**src/rtl/cpw_pkg.sv**
```systemverilog
// Shared constants and state encodings for the command-port watchdog.
// Assumes byte-wide host accesses and 16-bit delay registers.
package cpw_pkg;
    localparam int DLY_W = 16;

    localparam logic [7:0] CMD_PROBE  = 8'h30;
    localparam logic [7:0] CMD_IWRITE = 8'h89;
    localparam logic [7:0] CMD_START  = 8'h28;
    localparam logic [7:0] CMD_STOP   = 8'h29;
    localparam logic [7:0] CMD_KICK   = 8'h2A;

    localparam logic [7:0] IDX_EN_HI  = 8'h58;
    localparam logic [7:0] IDX_EN_LO  = 8'h59;
    localparam logic [7:0] IDX_RST_HI = 8'h5E;
    localparam logic [7:0] IDX_RST_LO = 8'h5F;

    localparam logic [7:0] SIGNATURE  = 8'h95;

    typedef enum logic [1:0] {SQ_IDLE, SQ_INDEX, SQ_VALUE} seq_t;
    typedef enum logic [1:0] {WD_STOP, WD_HOLD, WD_RUN, WD_PULSE} wd_state_t;
endpackage

```
**src/rtl/cpw_host_if.sv**
```systemverilog
// Host port decoder, command sequencer and delay register file.
// Assumes one-cycle strobes, spaced apart as the host guarantees.
// Command effects leave here as one-cycle registered pulses.
module cpw_host_if
    import cpw_pkg::*;
#(
    parameter logic [DLY_W-1:0] RST_DEFAULT = 16'd600
) (
    input  logic             clk,
    input  logic             rst_n,
    input  logic             sel_i,
    input  logic             addr_i,
    input  logic             wr_i,
    input  logic [7:0]       wdata_i,
    output logic [7:0]       rdata_o,
    output logic             start_o,
    output logic             stop_o,
    output logic             kick_o,
    output logic [DLY_W-1:0] en_dly_o,
    output logic [DLY_W-1:0] rst_dly_o
);
    seq_t             seq_q;
    logic [7:0]       idx_q;
    logic [7:0]       last_q;
    logic             probe_q;
    logic [DLY_W-1:0] en_dly_q;
    logic [DLY_W-1:0] rst_dly_q;

    logic cmd_wr, data_wr, data_rd, idx_known;

    // Classify the current access.
    always_comb begin
        cmd_wr    = sel_i && wr_i && addr_i;
        data_wr   = sel_i && wr_i && !addr_i;
        data_rd   = sel_i && !wr_i && !addr_i;
        idx_known = (idx_q == IDX_EN_HI) || (idx_q == IDX_EN_LO) ||
                    (idx_q == IDX_RST_HI) || (idx_q == IDX_RST_LO);
    end

    // Command decode, indexed-write sequencing and register updates.
    always_ff @(posedge clk) begin
        if (!rst_n) begin
            seq_q     <= SQ_IDLE;
            idx_q     <= 8'h00;
            last_q    <= 8'h00;
            probe_q   <= 1'b0;
            en_dly_q  <= '0;
            rst_dly_q <= RST_DEFAULT;
            start_o   <= 1'b0;
            stop_o    <= 1'b0;
            kick_o    <= 1'b0;
        end else begin
            start_o <= 1'b0;
            stop_o  <= 1'b0;
            kick_o  <= 1'b0;
            if (cmd_wr) begin
                probe_q <= (wdata_i == CMD_PROBE);
                seq_q   <= (wdata_i == CMD_IWRITE) ? SQ_INDEX : SQ_IDLE;
                start_o <= (wdata_i == CMD_START);
                stop_o  <= (wdata_i == CMD_STOP);
                kick_o  <= (wdata_i == CMD_KICK);
            end else if (data_wr) begin
                case (seq_q)
                    SQ_INDEX: begin
                        idx_q <= wdata_i;
                        seq_q <= SQ_VALUE;
                    end
                    SQ_VALUE: begin
                        seq_q <= SQ_IDLE;
                        if (idx_known) last_q <= wdata_i;
                        case (idx_q)
                            IDX_EN_HI:  en_dly_q[15:8]  <= wdata_i;
                            IDX_EN_LO:  en_dly_q[7:0]   <= wdata_i;
                            IDX_RST_HI: rst_dly_q[15:8] <= wdata_i;
                            IDX_RST_LO: rst_dly_q[7:0]  <= wdata_i;
                            default: ;
                        endcase
                    end
                    default: ;
                endcase
            end else if (data_rd) begin
                probe_q <= 1'b0;
            end
        end
    end

    // Read mux: signature while a probe is pending, else last stored byte.
    assign rdata_o   = probe_q ? SIGNATURE : last_q;
    assign en_dly_o  = en_dly_q;
    assign rst_dly_o = rst_dly_q;

    assert_probe_sig_R2: assert property (@(posedge clk) disable iff (!rst_n)
        (cmd_wr && wdata_i == CMD_PROBE) |=> (rdata_o == SIGNATURE));

    assert_idle_data_ignored_R5: assert property (@(posedge clk) disable iff (!rst_n)
        (data_wr && seq_q == SQ_IDLE) |=>
            ($stable(en_dly_o) && $stable(rst_dly_o) && $stable(last_q)));

    assert_unknown_idx_R4: assert property (@(posedge clk) disable iff (!rst_n)
        (data_wr && seq_q == SQ_VALUE && !idx_known) |=>
            ($stable(en_dly_o) && $stable(rst_dly_o)));
endmodule

```
**src/rtl/cpw_tick.sv**
```systemverilog
// Prescaler producing one tick per TICKS clocks.
// A restart pulse realigns the phase so the first tick comes TICKS clocks later.
module cpw_tick #(
    parameter int TICKS = 10_000_000
) (
    input  logic clk,
    input  logic rst_n,
    input  logic restart_i,
    output logic tick_o
);
    localparam int CW = (TICKS > 1) ? $clog2(TICKS) : 1;
    localparam logic [CW-1:0] LAST = CW'(TICKS - 1);

    logic [CW-1:0] cnt_q;

    // Tick fires on the last count of each period.
    assign tick_o = (cnt_q == LAST);

    // Free-running divider with synchronous restart.
    always_ff @(posedge clk) begin
        if (!rst_n || restart_i || tick_o) cnt_q <= '0;
        else                               cnt_q <= cnt_q + 1'b1;
    end

    generate
        if (TICKS > 1) begin : g_gap
            assert_tick_gap_R6: assert property (@(posedge clk) disable iff (!rst_n)
                tick_o |=> !tick_o);
        end
    endgenerate
endmodule

```
**src/rtl/cpw_countdown.sv**
```systemverilog
// Watchdog state machine: enable-delay hold, reset-delay countdown, reset pulse.
// Assumes at most one command pulse per cycle; a running pulse ignores commands.
module cpw_countdown
    import cpw_pkg::*;
#(
    parameter int PULSE_CLKS = 16
) (
    input  logic             clk,
    input  logic             rst_n,
    input  logic             tick_i,
    input  logic             start_i,
    input  logic             stop_i,
    input  logic             kick_i,
    input  logic [DLY_W-1:0] en_dly_i,
    input  logic [DLY_W-1:0] rst_dly_i,
    output logic             restart_o,
    output logic             wdog_rst_o
);
    localparam int PW = $clog2(PULSE_CLKS + 1);

    wd_state_t        st_q;
    logic [DLY_W-1:0] cnt_q;
    logic [PW-1:0]    pc_q;
    logic             counting;

    // Counting covers the hold and run phases.
    assign counting   = (st_q == WD_HOLD) || (st_q == WD_RUN);
    // Prescaler realigns on any start, or a kick that reloads the countdown.
    assign restart_o  = (start_i && st_q != WD_PULSE) || (kick_i && st_q == WD_RUN);
    assign wdog_rst_o = (st_q == WD_PULSE);

    // Phase sequencing and countdown.
    always_ff @(posedge clk) begin
        if (!rst_n) begin
            st_q  <= WD_STOP;
            cnt_q <= '0;
            pc_q  <= '0;
        end else begin
            case (st_q)
                WD_STOP: begin
                    if (start_i) begin
                        st_q  <= (en_dly_i == '0) ? WD_RUN : WD_HOLD;
                        cnt_q <= (en_dly_i == '0) ? rst_dly_i : en_dly_i;
                    end
                end
                WD_HOLD, WD_RUN: begin
                    if (stop_i) begin
                        st_q <= WD_STOP;
                    end else if (start_i) begin
                        st_q  <= (en_dly_i == '0) ? WD_RUN : WD_HOLD;
                        cnt_q <= (en_dly_i == '0) ? rst_dly_i : en_dly_i;
                    end else if (kick_i && st_q == WD_RUN) begin
                        cnt_q <= rst_dly_i;
                    end else if (tick_i) begin
                        if (cnt_q <= DLY_W'(1)) begin
                            if (st_q == WD_HOLD) begin
                                st_q  <= WD_RUN;
                                cnt_q <= rst_dly_i;
                            end else begin
                                st_q <= WD_PULSE;
                                pc_q <= PW'(PULSE_CLKS - 1);
                            end
                        end else begin
                            cnt_q <= cnt_q - 1'b1;
                        end
                    end
                end
                default: begin
                    if (pc_q == '0) st_q <= WD_STOP;
                    else            pc_q <= pc_q - 1'b1;
                end
            endcase
        end
    end

    assert_rise_on_tick_R7: assert property (@(posedge clk) disable iff (!rst_n)
        $rose(wdog_rst_o) |-> $past(tick_i));

    assert_stop_halts_R10: assert property (@(posedge clk) disable iff (!rst_n)
        (stop_i && counting) |=> (st_q == WD_STOP && !wdog_rst_o));

    assert_kick_reload_R9: assert property (@(posedge clk) disable iff (!rst_n)
        (kick_i && st_q == WD_RUN && !stop_i && !start_i) |=> (cnt_q == $past(rst_dly_i)));

    assert_pulse_ends_stopped_R11: assert property (@(posedge clk) disable iff (!rst_n)
        $fell(wdog_rst_o) |-> (st_q == WD_STOP));
endmodule

```
**src/rtl/cmdport_wdog.sv**
```systemverilog
// Top level of the command-port watchdog: host port, prescaler, countdown.
// Assumes the host spaces accesses well apart; no edge buffering is present.
module cmdport_wdog #(
    parameter int TICKS_PER_100MS = 10_000_000,
    parameter int PULSE_CLKS      = 16
) (
    input  logic       clk,
    input  logic       rst_n,
    input  logic       bus_sel,
    input  logic       bus_addr,
    input  logic       bus_wr,
    input  logic [7:0] bus_wdata,
    output logic [7:0] bus_rdata,
    output logic       wdog_rst_o
);
    import cpw_pkg::*;

    logic             start_p, stop_p, kick_p, tick, restart;
    logic [DLY_W-1:0] en_dly, rst_dly;

    cpw_host_if u_host (
        .clk       (clk),
        .rst_n     (rst_n),
        .sel_i     (bus_sel),
        .addr_i    (bus_addr),
        .wr_i      (bus_wr),
        .wdata_i   (bus_wdata),
        .rdata_o   (bus_rdata),
        .start_o   (start_p),
        .stop_o    (stop_p),
        .kick_o    (kick_p),
        .en_dly_o  (en_dly),
        .rst_dly_o (rst_dly)
    );

    cpw_tick #(.TICKS(TICKS_PER_100MS)) u_tick (
        .clk       (clk),
        .rst_n     (rst_n),
        .restart_i (restart),
        .tick_o    (tick)
    );

    cpw_countdown #(.PULSE_CLKS(PULSE_CLKS)) u_cd (
        .clk        (clk),
        .rst_n      (rst_n),
        .tick_i     (tick),
        .start_i    (start_p),
        .stop_i     (stop_p),
        .kick_i     (kick_p),
        .en_dly_i   (en_dly),
        .rst_dly_i  (rst_dly),
        .restart_o  (restart),
        .wdog_rst_o (wdog_rst_o)
    );
endmodule

```
**config.mk**
```make
export PLATFORM = sky130hd
export DESIGN_NAME = cmdport_wdog
export DESIGN_NICKNAME = d
export VERILOG_FILES = /design/src/rtl/cpw_pkg.sv /design/src/rtl/cpw_host_if.sv /design/src/rtl/cpw_tick.sv /design/src/rtl/cpw_countdown.sv /design/src/rtl/cmdport_wdog.sv
export SDC_FILE = /design/constraint.sdc
export NUM_CORES = 1
export LEC_CHECK = 0
export BUFFER_PORTS_ARGS = -buffer_cell sky130_fd_sc_hd__buf_2
export CORE_MARGIN = 2
export CORE_UTILIZATION = 61
export DETAILED_ROUTE_END_ITERATION = 10
export GPL_ROUTABILITY_DRIVEN = 0
export PLACE_DENSITY_LB_ADDON = 0.25
export SLEW_MARGIN = 20
export SYNTH_ARGS = -nofsm -noshare
export SYNTH_HDL_FRONTEND = slang
export SYNTH_HIERARCHICAL = 1
export SYNTH_SLANG_ARGS = --single-unit
```
**constraint.sdc**
```tcl
create_clock -name clk -period 3.05 [get_ports clk]
set_input_delay 0.305 -clock clk [delete_from_list [all_inputs] [get_ports clk]]
set_output_delay 0.305 -clock clk [all_outputs]
set_load 0.01 [all_outputs]
```
==> results of run 1 <==
[state kept, by name, summed over array words and instances, names as in the netlist]
signal	count
u_host/probe_q	1
u_host/kick_o	1
u_host/rst_dly_o	16
u_host/last_q	8
u_host/stop_o	1
u_host/idx_q	8
u_host/en_dly_o	16
u_cd/pc_q	5
u_cd/cnt_q	16
u_tick/cnt_q	24
u_host/start_o	1
u_host/seq_q	2
u_cd/st_q	2
[final cells by class]
class	count	area (um2)
repair buffers	28	170
clock inverters	5	60.1
clock buffers	10	128
inverters	20	75.1
multi-input cells	437	2880
fillers	654	2660
well taps	105	131
flip-flops and latches	101	2020
[where the power goes]
group | switching [mW] | internal (mW) | leakage, nW
Combinational | 0.212 | 0.121 | 1.35
Sequential | 0.0123 | 1.33 | 0.814
Clock | 0.461 | 0.379 | 0.0927
Total | 0.685 | 1.83 | 2.25
[cell usage in the layout (no fill, tap or decap), types with 17 or more instances in the layout]
cell type	n
a21oi_1	27
buf_2	21
dfxtp_1	101
inv_1	20
mux2i_1	45
nand2_1	72
nand3_1	26
nor2_1	38
nor2b_1	17
o21ai_0	31
[logic make-up (layout without fill, tap and decap cells)]
group                      after synthesis  count (layout)  synth area share
xor gates and xnor gates                26              26            0.0463
muxes                                   45              45            0.0887
adders and majority gates                9               9            0.0222
buffers and inverters                   43              63            0.0342
AOI/OAI and AO/OA                      110             110             0.142
and+or+nand+nor                        247             247             0.268
DFF                                    101             101             0.398
[worst max-delay path, cell delays in order, from the launching register on]
cell,delay [ps]
dfxtp_1,370
or4_4,570
nor3_1,370
and2_1,280
a21o_1,450
a21oi_1,80
o221a_2,280
[metal layers]
metal | up-vias | global-route usage | share of wire
met2 | 135 | 0.460 | 0.49
met3 | 19 | 0.0617 | 0.052
met1 | 2059 | 0.335 | 0.44
met5 | - | 0 | 0
li1 | 2127 | - | -
met4 | 0 | 0.0761 | 0.017
[stage by stage]
step	instance area (um2)	power (mW)	utilization	std cells
floorplan	5080	1.61	-	581
global placement	5280	1.69	0.649	691
detailed placement	5280	1.70	0.649	691
CTS	5470	2.53	0.673	706
global route	5470	2.62	0.673	706
finish	5470	2.51	0.673	706
[worst paths after layout]
check / start / to / slack [ps] / depth (start not counted)
hold reg to reg: u_host/last_q[4] / u_host/last_q[4] / 470 / 2
hold / removal: bus_wdata[5] / u_host/seq_q[0] / 190 / 2
setup reg to reg: u_cd/cnt_q[3] / u_cd/cnt_q[10] / 560 / 6
setup / recovery: u_cd/cnt_q[3] / u_cd/cnt_q[10] / 560 / 6
==> reports/summary.json, run 1 <==
{
  "cts_sinks": 101,
  "cts_hold_buffers": 0,
  "synthFlopType": "dfxtp_1",
  "fin_ws_ps": 557,
  "cts-buffers-inserted": 9,
  "netlist_top_cells_area": "dfxtp_1 40%, mux2i_1 8.9%, nand2_1 5.3%",
  "synthesis_stage_register_bit_count": 101,
  "n_antenna_cell": 0,
  "clock_insertion_delay_worst_skew_ps": 370,
  "worst_hold_path_type": "in2reg",
  "portion_of_synthesized_cell_area_occupied_by_the_leading_cell_type": 0.398,
  "worstPathArrival_ps": 2760,
  "first_global_vias": 4030,
  "final_min_period_over_clock_period": 0.817,
  "route.detailed.vias_per_inst": 6.15,
  "status": "complete, no violations",
  "timing.max_slew.rel_slack": 0.509,
  "syn-num-nets": 603,
  "chipWidth_um": 95.3,
  "leakagePower_nw": 2.25,
  "finalSetupTns_ps": 0,
  "wl_um": 11400,
  "final_net_count": 619,
  "grt_max_degree": 47,
  "cts.reportedPaths.clkPinSlew_ps": 100,
  "cap_viol_max_count": 0,
  "routed-via-count": 4340,
  "clock_tree.buffer_depth": 2,
  "fp.dieArea_mm2": 0.00907,
  "synth_area_per_cell_um2": 8.74,
  "iter_0_drt_violations": 298,
  "power_density_mw_per_mm2": 460,
  "global_route.usage.total": 0.268,
  "crit_required_ps": 3320,
  "yosys-top-cells-count": "101 x dfxtp_1, 72 x nand2_1, 45 x mux2i_1, 38 x nor2_1, 31 x o21ai_0",
  "synthToLayoutAreaGrowth_pct": 7.68,
  "htreeDepth": 3,
  "clock_skew_ps": 11.7,
  "post_synth_inst_count": 581,
  "preCtsSetupSlack_ps": 602,
  "io_pins": 22,
  "synth_area_mm2": 0.00508,
  "ys_seq_area_frac": 0.398,
  "timing_worst_slew_pin_value_ps": 736,
  "route.detailed.drc": 0,
  "finalCriticalPeriod_ps": 2490,
  "io_buf_count": 21,
  "critical_path_peak_fanout": 15,
  "die-height_um": 95.3,
  "ys_async_sr_fraction": 0,
  "synth_most_common_cell": "dfxtp_1",
  "detailed_place_hpwl_um": 8330,
  "fp-row-count": 33,
  "postRouteAntennaNets": 0,
  "synth_cell_type_count": 67,
  "number_of_buffers_inserted_by_post_cts_setup_repair": 0,
  "rsz0062_at_grt": "false",
  "post_drt_wl_per_cell_um": 16.2,
  "maxSlewViolCount": 0,
  "initial_utilization": 0.625,
  "cts_tree": "done",
  "critPathLaunchType": "register",
  "first_pass_iters": 10,
  "first_pass_grt_wire_length_um": 19100,
  "synth_enable_flop_cells": 0,
  "setup_viol": 0,
  "ys_warn_count": 6,
  "antenna_found_initial": 0,
  "design.core.area_mm2": 0.00813,
  "maximum_vdd_ir_drop_v": 0.000276,
  "timing_worst_setup_path_type": "reg2reg",
  "synth.largest_area_cell": "dfxtp_1",
  "grt.overflow.total": 0,
  "timing.final.hold_violations": 0,
  "achievable-frequency_ghz": 0.401,
  "hold_ws_ps": 193,
  "cts.root.buffer_cell": "clkbuf_8",
  "drive_gt1_frac": 0.128,
  "timing.critical_path.to_type": "register",
  "cts_resized": 0
}
Power figures use the tool's default switching activity.
==> run 2, diff against run 1 <==
==> constraint.sdc (replaced) <==
create_clock -name clk -period 2.3 [get_ports clk]
set_input_delay 0.23 -clock clk [delete_from_list [all_inputs] [get_ports clk]]
set_output_delay 0.23 -clock clk [all_outputs]
set_load 0.01 [all_outputs]
==> run 2 against run 1 <==
  * Worst setup slack worse by 520 ps
  * Final cell count is 5.5% higher
  * Fmax is 10% higher
  * Routed wire length is 7.4% higher
  * Sequential power is 33% higher
  * Critical path depth stayed put
  * Core utilization is 4.6 points higher
  * Register-to-register slack worse by 520 ps
  * Cell area is 6.8% higher
  * Via count is 4.3% higher
  * Combinational power is 46% higher
  * Worst hold slack worse by 96 ps
==> reports/summary.json, run 2 (synthesis results as in run 1) <==
{
  "worst_hold_path_type": "in2reg",
  "p_sw_uw": 960,
  "layout.core_utilization": 0.718,
  "finalInstanceArea_mm2": 0.00584,
  "fp-row-count": 33,
  "timing.critical_path.to_type": "register",
  "cts_sinks": 101,
  "wl_um": 12300,
  "io_pins": 22,
  "chipWidth_um": 95.3,
  "timing_worst_slew_pin_value_ps": 529,
  "first_pass_grt_wire_length_um": 20100,
  "number_of_flip_flops_under_the_largest_register_name": 24,
  "crit_family": "simple AND/OR/NAND/NOR gates",
  "finalSetupTns_ps": 0,
  "maximum_vdd_ir_drop_v": 0.000348,
  "power.clock.fraction": 0.324,
  "first_pass_iters": 5,
  "io_buf_count": 21,
  "clock_skew_ps": 16.1,
  "status": "complete, no violations",
  "crit_required_ps": 2590,
  "cts-buffers-inserted": 9,
  "post_drt_wl_per_cell_um": 16.4,
  "top_register": "u_tick/cnt_q",
  "power.sequential.fraction": 0.531,
  "first_global_vias": 4217,
  "initial_utilization": 0.625,
  "final_net_count": 657,
  "r2r-end": "u_cd/cnt_q[11]",
  "setup_viol": 0,
  "global_route.usage.total": 0.281,
  "timing.final.hold_violations": 0,
  "netSwitchingFraction": 0.286,
  "critical_path_peak_fanout": 4,
  "preCtsSetupSlack_ps": 85.3,
  "postRouteAntennaNets": 0,
  "layout_commonest_cell": "dfxtp_1",
  "fin_ws_ps": 36.3,
  "cts.reportedPaths.clkPinSlew_ps": 100,
  "grt_max_degree": 62,
  "grt.overflow.total": 0,
  "fp.dieArea_mm2": 0.00907,
  "timing.critical_path.to": "u_cd/cnt_q[11]",
  "drive_gt1_frac": 0.208,
  "achievable-frequency_ghz": 0.442,
  "holdCritStartpoint": "bus_wdata[5]",
  "cap_viol_max_count": 0,
  "crit_path_frequent_cell": "or4_4",
  "worst-path-stages": 6,
  "hold-path-cell-count": 2,
  "htreeDepth": 3,
  "share_comb_of_total_power": 0.145,
  "die-height_um": 95.3,
  "worstPathArrival_ps": 2550,
  "leakagePower_nw": 2.49,
  "cts.root.buffer_cell": "clkbuf_8",
  "source_of_the_critical_timing_path": "u_cd/cnt_q[3]",
  "n_antenna_cell": 0,
  "routed-via-count": 4525,
  "power_density_mw_per_mm2": 574,
  "detailed_place_hpwl_um": 8780,
  "antenna_found_initial": 0,
  "finalCriticalPeriod_ps": 2260,
  "critPathLaunchType": "register",
  "internal_cell_power_mw": 2.39,
  "cts_hold_buffers": 0,
  "timing.max_slew.rel_slack": 0.646,
  "fillers": 627,
  "route.detailed.vias_per_inst": 6.07,
  "clock_tree.buffer_depth": 2,
  "placedInstanceArea_mm2": 0.00557,
  "design.core.area_mm2": 0.00813,
  "area_taken_by_flip_flops_and_latches_mm2": 0.00202,
  "critical_path_buf_inv_count": 0,
  "maxSlewViolCount": 0,
  "multi_input_comb_area_mm2": 0.00295,
  "critical_path.cell_chain": "or4_4 > or4_4 > xnor2_2 > mux2i_1 > a211o_1 > a21oi_2",
  "regToRegStartpoint": "u_cd/cnt_q[3]",
  "iter_0_drt_violations": 352,
  "timing.critical_path.slowest_stage_cell": "or4_4",
  "route.detailed.drc": 0,
  "reg2regPathDepth": 6,
  "cts_tree": "done",
  "final_min_period_over_clock_period": 0.984,
  "setup.reg_to_reg.worst_slack_ps": 40,
  "clock_insertion_delay_worst_skew_ps": 370,
  "most-common-layout-cells": "99 x dfxtp_1, 71 x nand2_1, 45 x mux2i_1, 43 x buf_4, 36 x nor2_1",
  "synthToLayoutAreaGrowth_pct": 15.0,
  "timing_worst_setup_path_type": "reg2reg",
  "timing.critical_path.slowest_cell_delay_ps": 590
}
[run 2: cell types whose count changed in the layout (fill, tap and decap cells not counted), sizes merged]
cell and change:
buf +38, bufinv -1, clkinv +1, inv +2, clkinvlp -1
[run 2: repair_timing]
action	in CTS	in global routing
gates resized for setup	0	18
endpoints found under the setup margin	0	18
buffers inserted	0	1
[run 2: metrics by stage]
step / hold WS [ps] / total power [mW] / std cells
2_1_floorplan: 306 / 2.14 / 581
5_1_grt: 73.6 / 3.50 / 745
4_1_cts: 85.4 / 3.34 / 744
6_report: 96.2 / 3.35 / 745
3_5_place_dp: 444 / 2.27 / 728
3_3_place_gp: 443 / 2.26 / 728
[run 2: power groups by stage]
stage / logic, mW / registers, mW / clock network, mW
after floorplan: 0.318 / 1.82 / 0
after global routing: 0.529 / 1.78 / 1.19
after CTS: 0.455 / 1.78 / 1.11
after global placement: 0.444 / 1.82 / 0
after detailed placement: 0.452 / 1.82 / 0
final: 0.485 / 1.78 / 1.09
[run 2: how the worst min path moves through the flow]
stage / end / slack (ps)
floorplan: u_host/kick_o / 310
global placement: u_cd/cnt_q[2] / 440
detailed placement: u_cd/cnt_q[2] / 440
CTS: u_host/seq_q[0] / 90
global route: u_host/seq_q[0] / 70
finish: u_host/seq_q[0] / 100
[run 2: area by class of cell]
cell class	instances	area share
sequential	101	0.347
multi-input combinational	437	0.506
inverter	20	0.0129
clock inverter	6	0.00878
timing repair buffer	66	0.0801
tap	105	0.0225
clock buffer	10	0.0236
[run 2: metal layers]
layer / vias up / routed length [um] / global-route usage
met5: - / 0 / 0
met4: 0 / 195 / 0.0785
met3: 17 / 536 / 0.0514
met2: 139 / 6280 / 0.493
met1: 2158 / 5250 / 0.351
li1: 2211 / - / -
